[src/rtl/elastic_pkg.sv]
package elastic_pkg;

    typedef enum logic [1:0] {
        OCC_EMPTY = 2'd0,
        OCC_HALF  = 2'd1,
        OCC_FULL  = 2'd2
    } occ_e;

    typedef struct packed {
        logic load_head;
        logic head_from_aux;
        logic load_aux;
    } slot_ctl_t;

    function automatic occ_e occ_step(occ_e cur, logic push, logic pop);
        occ_e nxt;
        nxt = cur;
        unique case (cur)
            OCC_EMPTY: if (push) nxt = OCC_HALF;
            OCC_HALF: begin
                if (push && !pop)      nxt = OCC_FULL;
                else if (pop && !push) nxt = OCC_EMPTY;
            end
            OCC_FULL:  if (pop) nxt = OCC_HALF;
            default:   nxt = OCC_EMPTY;
        endcase
        return nxt;
    endfunction

    function automatic slot_ctl_t slot_plan(occ_e cur, logic push, logic pop);
        slot_ctl_t c;
        c.load_head     = ((cur == OCC_EMPTY) && push)
                        || ((cur == OCC_HALF) && push && pop)
                        || ((cur == OCC_FULL) && pop);
        c.head_from_aux = (cur == OCC_FULL);
        c.load_aux      = (cur == OCC_HALF) && push && !pop;
        return c;
    endfunction

endpackage

[src/rtl/elastic_ctrl.sv]
module elastic_ctrl
    import elastic_pkg::*;
#(
    parameter bit RESET_HOLDING = 1'b0
) (
    input  logic      clk,
    input  logic      rst,
    input  logic      up_valid,
    input  logic      dn_stall,
    output logic      up_stall,
    output logic      dn_valid,
    output slot_ctl_t ctl
);

    localparam occ_e RESET_OCC = RESET_HOLDING ? OCC_HALF : OCC_EMPTY;

    occ_e occ;
    logic push;
    logic pop;

    assign up_stall = (occ == OCC_FULL);
    assign dn_valid = (occ != OCC_EMPTY);
    assign push     = up_valid && !up_stall;
    assign pop      = dn_valid && !dn_stall;
    assign ctl      = slot_plan(occ, push, pop);

    always_ff @(posedge clk) begin
        if (rst) occ <= RESET_OCC;
        else     occ <= occ_step(occ, push, pop);
    end

    assert_empty_no_stall_R4: assert property (@(posedge clk) disable iff (rst)
        !dn_valid |-> !up_stall);

    assert_swap_keeps_level_R8: assert property (@(posedge clk) disable iff (rst)
        (push && pop) |=> (dn_valid && (up_stall == $past(up_stall))));

endmodule

[src/rtl/elastic_slots.sv]
module elastic_slots
    import elastic_pkg::*;
#(
    parameter int              DATA_W        = 8,
    parameter bit              RESET_HOLDING = 1'b0,
    parameter logic [DATA_W-1:0] RESET_TOKEN = '0
) (
    input  logic              clk,
    input  logic              rst,
    input  slot_ctl_t         ctl,
    input  logic [DATA_W-1:0] up_data,
    output logic [DATA_W-1:0] head_q
);

    localparam logic [DATA_W-1:0] HEAD_INIT = RESET_HOLDING ? RESET_TOKEN : '0;

    logic [DATA_W-1:0] aux_q;
    logic [DATA_W-1:0] head_d;

    assign head_d = ctl.head_from_aux ? aux_q : up_data;

    always_ff @(posedge clk) begin
        if (rst) begin
            head_q <= HEAD_INIT;
            aux_q  <= '0;
        end else begin
            if (ctl.load_head) head_q <= head_d;
            if (ctl.load_aux)  aux_q  <= up_data;
        end
    end

endmodule

[src/rtl/elastic_stage.sv]
module elastic_stage
    import elastic_pkg::*;
#(
    parameter int                DATA_W        = 8,
    parameter bit                RESET_HOLDING = 1'b0,
    parameter logic [DATA_W-1:0] RESET_TOKEN   = '0
) (
    input  logic              clk,
    input  logic              rst,
    input  logic [DATA_W-1:0] up_data,
    input  logic              up_valid,
    output logic              up_stall,
    output logic [DATA_W-1:0] dn_data,
    output logic              dn_valid,
    input  logic              dn_stall
);

    slot_ctl_t ctl;

    elastic_ctrl #(
        .RESET_HOLDING(RESET_HOLDING)
    ) u_ctrl (
        .clk     (clk),
        .rst     (rst),
        .up_valid(up_valid),
        .dn_stall(dn_stall),
        .up_stall(up_stall),
        .dn_valid(dn_valid),
        .ctl     (ctl)
    );

    elastic_slots #(
        .DATA_W       (DATA_W),
        .RESET_HOLDING(RESET_HOLDING),
        .RESET_TOKEN  (RESET_TOKEN)
    ) u_slots (
        .clk    (clk),
        .rst    (rst),
        .ctl    (ctl),
        .up_data(up_data),
        .head_q (dn_data)
    );

    assert_retry_hold_R5: assert property (@(posedge clk) disable iff (rst)
        (dn_valid && dn_stall) |=> (dn_valid && $stable(dn_data)));

    assert_no_idle_stall_rise_R6: assert property (@(posedge clk) disable iff (rst)
        (!up_valid && !up_stall) |=> !up_stall);

    assert_fill_from_empty_R9: assert property (@(posedge clk) disable iff (rst)
        (up_valid && !up_stall && !dn_valid) |=> (dn_valid && dn_data == $past(up_data)));

    assert_stall_needs_entry_R4: assert property (@(posedge clk) disable iff (rst)
        (!up_stall && !(up_valid && dn_valid && dn_stall)) |=> !up_stall);

endmodule

[config.mk]
export PLATFORM = sky130hd
export DESIGN_NAME = elastic_stage
export DESIGN_NICKNAME = d
export VERILOG_FILES = /design/src/rtl/elastic_pkg.sv /design/src/rtl/elastic_ctrl.sv /design/src/rtl/elastic_slots.sv /design/src/rtl/elastic_stage.sv
export SDC_FILE = /design/constraint.sdc
export NUM_CORES = 1
export LEC_CHECK = 0
export ABC_CLOCK_PERIOD_IN_PS = 3500
export BUFFER_PORTS_ARGS = -buffer_cell sky130_fd_sc_hd__buf_2
export CELL_PAD_IN_SITES_DETAIL_PLACEMENT = 1
export CELL_PAD_IN_SITES_GLOBAL_PLACEMENT = 1
export CORE_AREA = 5 5 52 54
export DETAILED_ROUTE_END_ITERATION = 10
export DIE_AREA = 0 0 57 59
export PLACE_DENSITY_LB_ADDON = 0.1
export SLEW_MARGIN = 10
export SYNTH_ARGS = -nofsm -noshare
export SYNTH_HDL_FRONTEND = slang
export SYNTH_SLANG_ARGS = --single-unit
[constraint.sdc]
create_clock -name clk -period 3.5 [get_ports clk]
set_input_delay 0.175 -clock clk [delete_from_list [all_inputs] [get_ports clk]]
set_output_delay 0.175 -clock clk [all_outputs]
set_load 0.1 [all_outputs]
After elaboration in Yosys (flattened, before gate mapping)
Index checks and enable logic that the tools add are counted.
{"block": "word_totals", "ff_bits": 18, "in_bits": 12, "out_inout_bits": 10, "word_cells": 32}
{"block": "classes", "n_eq_ne": 5, "mux": 6, "reduce_logical": 18}
{"operator": "logical AND 1 bit", "n": 9}
{"operator": "two-way mux 2 bit", "n": 4}
{"operator": "two-way mux 8 bit", "n": 1}
{"operator": "case mux 2 bit (3 select lines)", "n": 1}
{"operator": "zero test 1 bit", "n": 4}
{"operator": "!= test 3 bit, second input constant", "n": 1}
{"operator": "AND reduction 3 bit", "n": 1}
{"operator": "equality test 2 x 1 -> 1 bit, second input constant", "n": 1}
{"operator": "equality test 2 bit, second input constant", "n": 1}
{"operator": "zero test 2 bit", "n": 1}
{"operator": "logical OR 1 bit", "n": 2}
{"operator": "!= test 2 x 1 -> 1 bit, second input constant", "n": 1}
{"operator": "!= test 2 bit, second input constant", "n": 1}
{"operator": "nonzero test 2 bit", "n": 1}

Longest topological paths before layout
{"block": "logic_depth", "depth_word": 8, "mapped_depth": 8, "depth_no_buf": 6}

By module
From an unflattened synthesis, not the netlist that was laid out.
{"block": "hier_totals", "cells_unflattened": 79, "area_unflattened_um2": 792.0}
{"mod": "elastic_slots", "instances": 1, "cells_each": 62, "area_each_um2": 649.4, "seq_area_each_um2": 320.3}
{"mod": "elastic_ctrl", "instances": 1, "cells_each": 17, "area_each_um2": 142.6, "seq_area_each_um2": 40.0}

Worst setup path before layout
Ideal clock, no wire load.
{"block": "synth_timing", "kind": "register to register", "startpoint": "register u_ctrl.occ[0]", "endpoint": "register u_ctrl.occ[1]", "setup_time_ns": 0.128, "arrival_ns": 1.720, "required_time_ns": 3.372, "slack_ns": 1.652, "stages_incl_launch_ff": 6, "n_path_buf": 1, "synth_period_minus_slack_ns": 1.848, "cell_sequence": "dfxtp_1 > buf_2 > nand2b_1 > clkinv_1 > a21oi_1 > nor2_1"}
{"block": "synth_via", "elab_chain_len": 7, "word_cells_on_any_way": 17, "cone_classes": "eq/ne: 5; mux: 2; reduce/logical: 10"}
{"element": "from (decl)", "line_no": "elastic_ctrl.sv:17", "source": "occ_e occ;"}
{"element": "from (signal assigned)", "line_no": "elastic_ctrl.sv:29", "source": "else occ <= occ_step(occ, push, pop);"}
{"element": "equality test 2 bit *", "line_no": "elastic_ctrl.sv:21", "source": "assign up_stall = (occ == OCC_FULL);"}
{"element": "named net up_stall", "line_no": "elastic_stage.sv:12", "source": "output logic up_stall,"}
{"element": "zero test 1 bit", "line_no": "elastic_ctrl.sv:23", "source": "assign push = up_valid && !up_stall;"}
{"element": "logical AND 1 bit", "line_no": "elastic_ctrl.sv:23"}
{"element": "zero test 1 bit", "line_no": "elastic_pkg.sv:22", "source": "else if (pop && !push) nxt = OCC_EMPTY;"}
{"element": "logical AND 1 bit", "line_no": "elastic_pkg.sv:22"}
{"element": "!= test 3 bit (no line)"}
{"element": "AND reduction 3 bit (no line)"}
The timed path passes the listed nets; every way through them passes the cells marked *.
A chain may end at the register's enable or synchronous reset.

Worst setup path after layout
{"block": "layout_timing", "startpoint": "register u_ctrl.occ[0]", "endpoint": "output up_stall"}
{"block": "layout_via", "elab_chain_len": 1}
{"element": "equality test 2 bit", "line_no": "elastic_ctrl.sv:21"}
{"element": "to (decl)", "line_no": "elastic_stage.sv:12"}
Every way passes these cells.

==> results.cfg <==
[synthesis]
muxShareOfSynthArea_pct = 1.22
syn-num-nets = 112
syn_avg_cell_area_um2 = 8.28
post-synth-top-count-cell = nand2_1
yosysTopAreaCell = dfxtp_1
synth_seq_cells = 18
synth-xor-area-share_pct = 0
yosysWarnings = 0
synth_edf_count = 0
ys.flop_type = dfxtp_1
synth_top_family_by_area = simple AND/OR/NAND/NOR gates
ys_types = 22
synthAdderAreaFrac_pct = 1.53
synthTopCellsByCount = nand2_1, dfxtp_1, a21oi_1
ys_seq_area_share_pct = 44.0
synthTopCellsByArea = dfxtp_1, nand2_1, a311oi_1
synth_compound_area_share_pct = 23.1
synth_area_um2 = 820
synthSimpleGateAreaFrac_pct = 26.0
syn_inst = 99
async_reset_ff_share_pct = 0
synth_top_area_share_pct = 44.0

[finish]
nFillCells = 280
ff_latch_area_um2 = 360
area_delta_synth_final_pct = 17.7
multiInputGateArea_um2 = 424
drive_gt1_share_pct = 23.1
n_antenna_cell = 0
finalNonFillerCells = 145
nets = 131

[worst_setup_path]
crit_path_max_fanout = 11
crit_arrival_ps = 2010
crit_slowest_cell = dfxtp_1
crit_path_max_incr_delay_ps = 510
path_cells = nand2b_1 > clkinv_1 > buf_2
crit_type = reg -> out
crit_family = buffers and inverters
start_kind = flip-flop
endpoint_kind = output port
cp_num_buf_inv = 2
cp.required_ps = 3320

[timing]
fin_tns_setup_ps = 0
fmax_mhz = 458
period_needed_ps = 2190
setup_viol = 0
hold_ws_ps = 117
slew_violations = 0
hold_viol = 0
fin_ws_ps = 1310
maxSlewHeadroom_pct = 56.9
fin_crit_sh_pct = 62.4
grt_setup_unrepaired = no
final.setup_skew_ps = 7.96
tightest_slew_ps = 645

[grt]
grt-ovfl-total = 0
grt_max_degree = 19
antenna_found_initial = 0
grt_pass1_vias = 809
grt_usage_pct = 14.2
grt_pass1_wl_um = 3730

[floorplan]
io-pin-count = 22
die_height_um = 59
die_w_um = 57
die_area_um2 = 3360
start_util_pct = 37.8
rows = 17
core_um2 = 2170

[drt]
drt_iter0_drc = 4
routed_via_density = 5.21
wirelength_um = 2140
drt.antenna.violating_nets = 0
post_drt_wl_per_cell_um = 14.8
drcViolationCount = 0
firstDrtPassIters = 2
vias = 755

[placed_design]
port_buffers = 21
dp.cells = 141
preCtsSetupSlack_ps = 1620
place_congestion = 0.763
place_hpwl_um = 1490

[worst_hold_path]
hold_path.class = in -> reg

[power]
pwr-share-seq_pct = 45.6
leakage_nw = 0.386
switchingPower_w = 0.000184
p_comb_share_pct = 28.1
ir_drop_v = 0.000217
power.internal_w = 0.000311
pwr-share-clk_pct = 26.3
switching_share_pct = 37.1
powerDensity_nw_per_um2 = 513

[clock_tree]
root_buffer = clkbuf_4
cts_max_level = 1
cts_sinks = 18
cts_repair_resize_count = 0
cts_tree = built
cts.path.max_buffers = 2
clk_latency_ps = 290
numCtsBuffers = 3
cts_hold_buffers = 0
cts_setup_buffers = 0
path_clk_slew_ps = 110

[job]
cap_violations = 0

[status]
status = complete, no violations
==> final timing paths <==
kind / startpoint / endpoint / slack [ps] / cells past startpoint
hold reg to reg: u_slots.aux_q[3] / u_slots.aux_q[3] / 460 / 2
hold / removal: up_data[4] / u_slots.aux_q[4] / 120 / 3
setup reg to reg: u_ctrl.occ[0] / u_ctrl.occ[0] / 1640 / 6
setup / recovery: u_ctrl.occ[0] / up_stall / 1310 / 3
==> layout make-up <==
class / count / share of cell area [%]
multi-input combinational: 73 / 44.0
sequential: 18 / 37.4
timing repair buffer: 21 / 10.9
clock buffer: 4 / 3.76
tap: 28 / 3.63
inverter: 1 / 0.389
==> stage by stage <==
step                cell area (um^2)  power (W)  utilization, %
floorplan                        820   0.000345               -
global placement                 928   0.000369            42.8
detailed placement               928   0.000371            42.8
CTS                              965   0.000503            44.5
global route                     965   0.000523            44.5
finish                           965   0.000495            44.5
==> worst min-delay path: stages <==
cell     delay (ps)
buf_2           110
nand2_1          50
a21oi_1          50
==> cell usage in the layout (no fill, tap or decap), drive strengths merged <==
cell type,instances
ha,1
and2,1
nor2b,2
o22ai,1
buf,21
nand2,33
mux2i,1
a311oi,8
a211oi,8
clkinv,1
or2,1
nand4b,1
a21oi,9
dfxtp,18
a21o,1
nor4bb,1
and4b,1
clkbuf,4
nor2,1
nor3b,1
nand2b,2
==> power groups by stage <==
stage	combinational, W	clock, W	sequential (W)
global placement	0.000139	0	0.000230
global route	0.000148	0.000147	0.000228
finish	0.000139	0.000130	0.000226
floorplan	0.0000547	0	0.000290
CTS	0.000141	0.000136	0.000226
detailed placement	0.000140	0	0.000231
==> registers in the layout (all words and copies together) (netlist names) <==
| signal | flops |
|---|---|
| u_slots.head_q | 8 |
| u_slots.aux_q | 8 |
| u_ctrl.occ | 2 |
==> kinds of logic after synthesis <==
family,after synthesis
AO/OA/AOI/OAI,27
adder cells (fa/ha/maj),1
buffers and inverters,8
flip-flops,18
multiplexers,1
AND/OR/NAND/NOR,44
==> routing by layer <==
metal	up-vias	global-route usage [%]	routed length, um
met5	-	0	0
met4	0	4.97	20
met1	351	17.7	1010
li1	390	-	-
met3	2	3.27	84
met2	12	24.0	1030
Note: power is estimated with default switching activity, not from simulation.
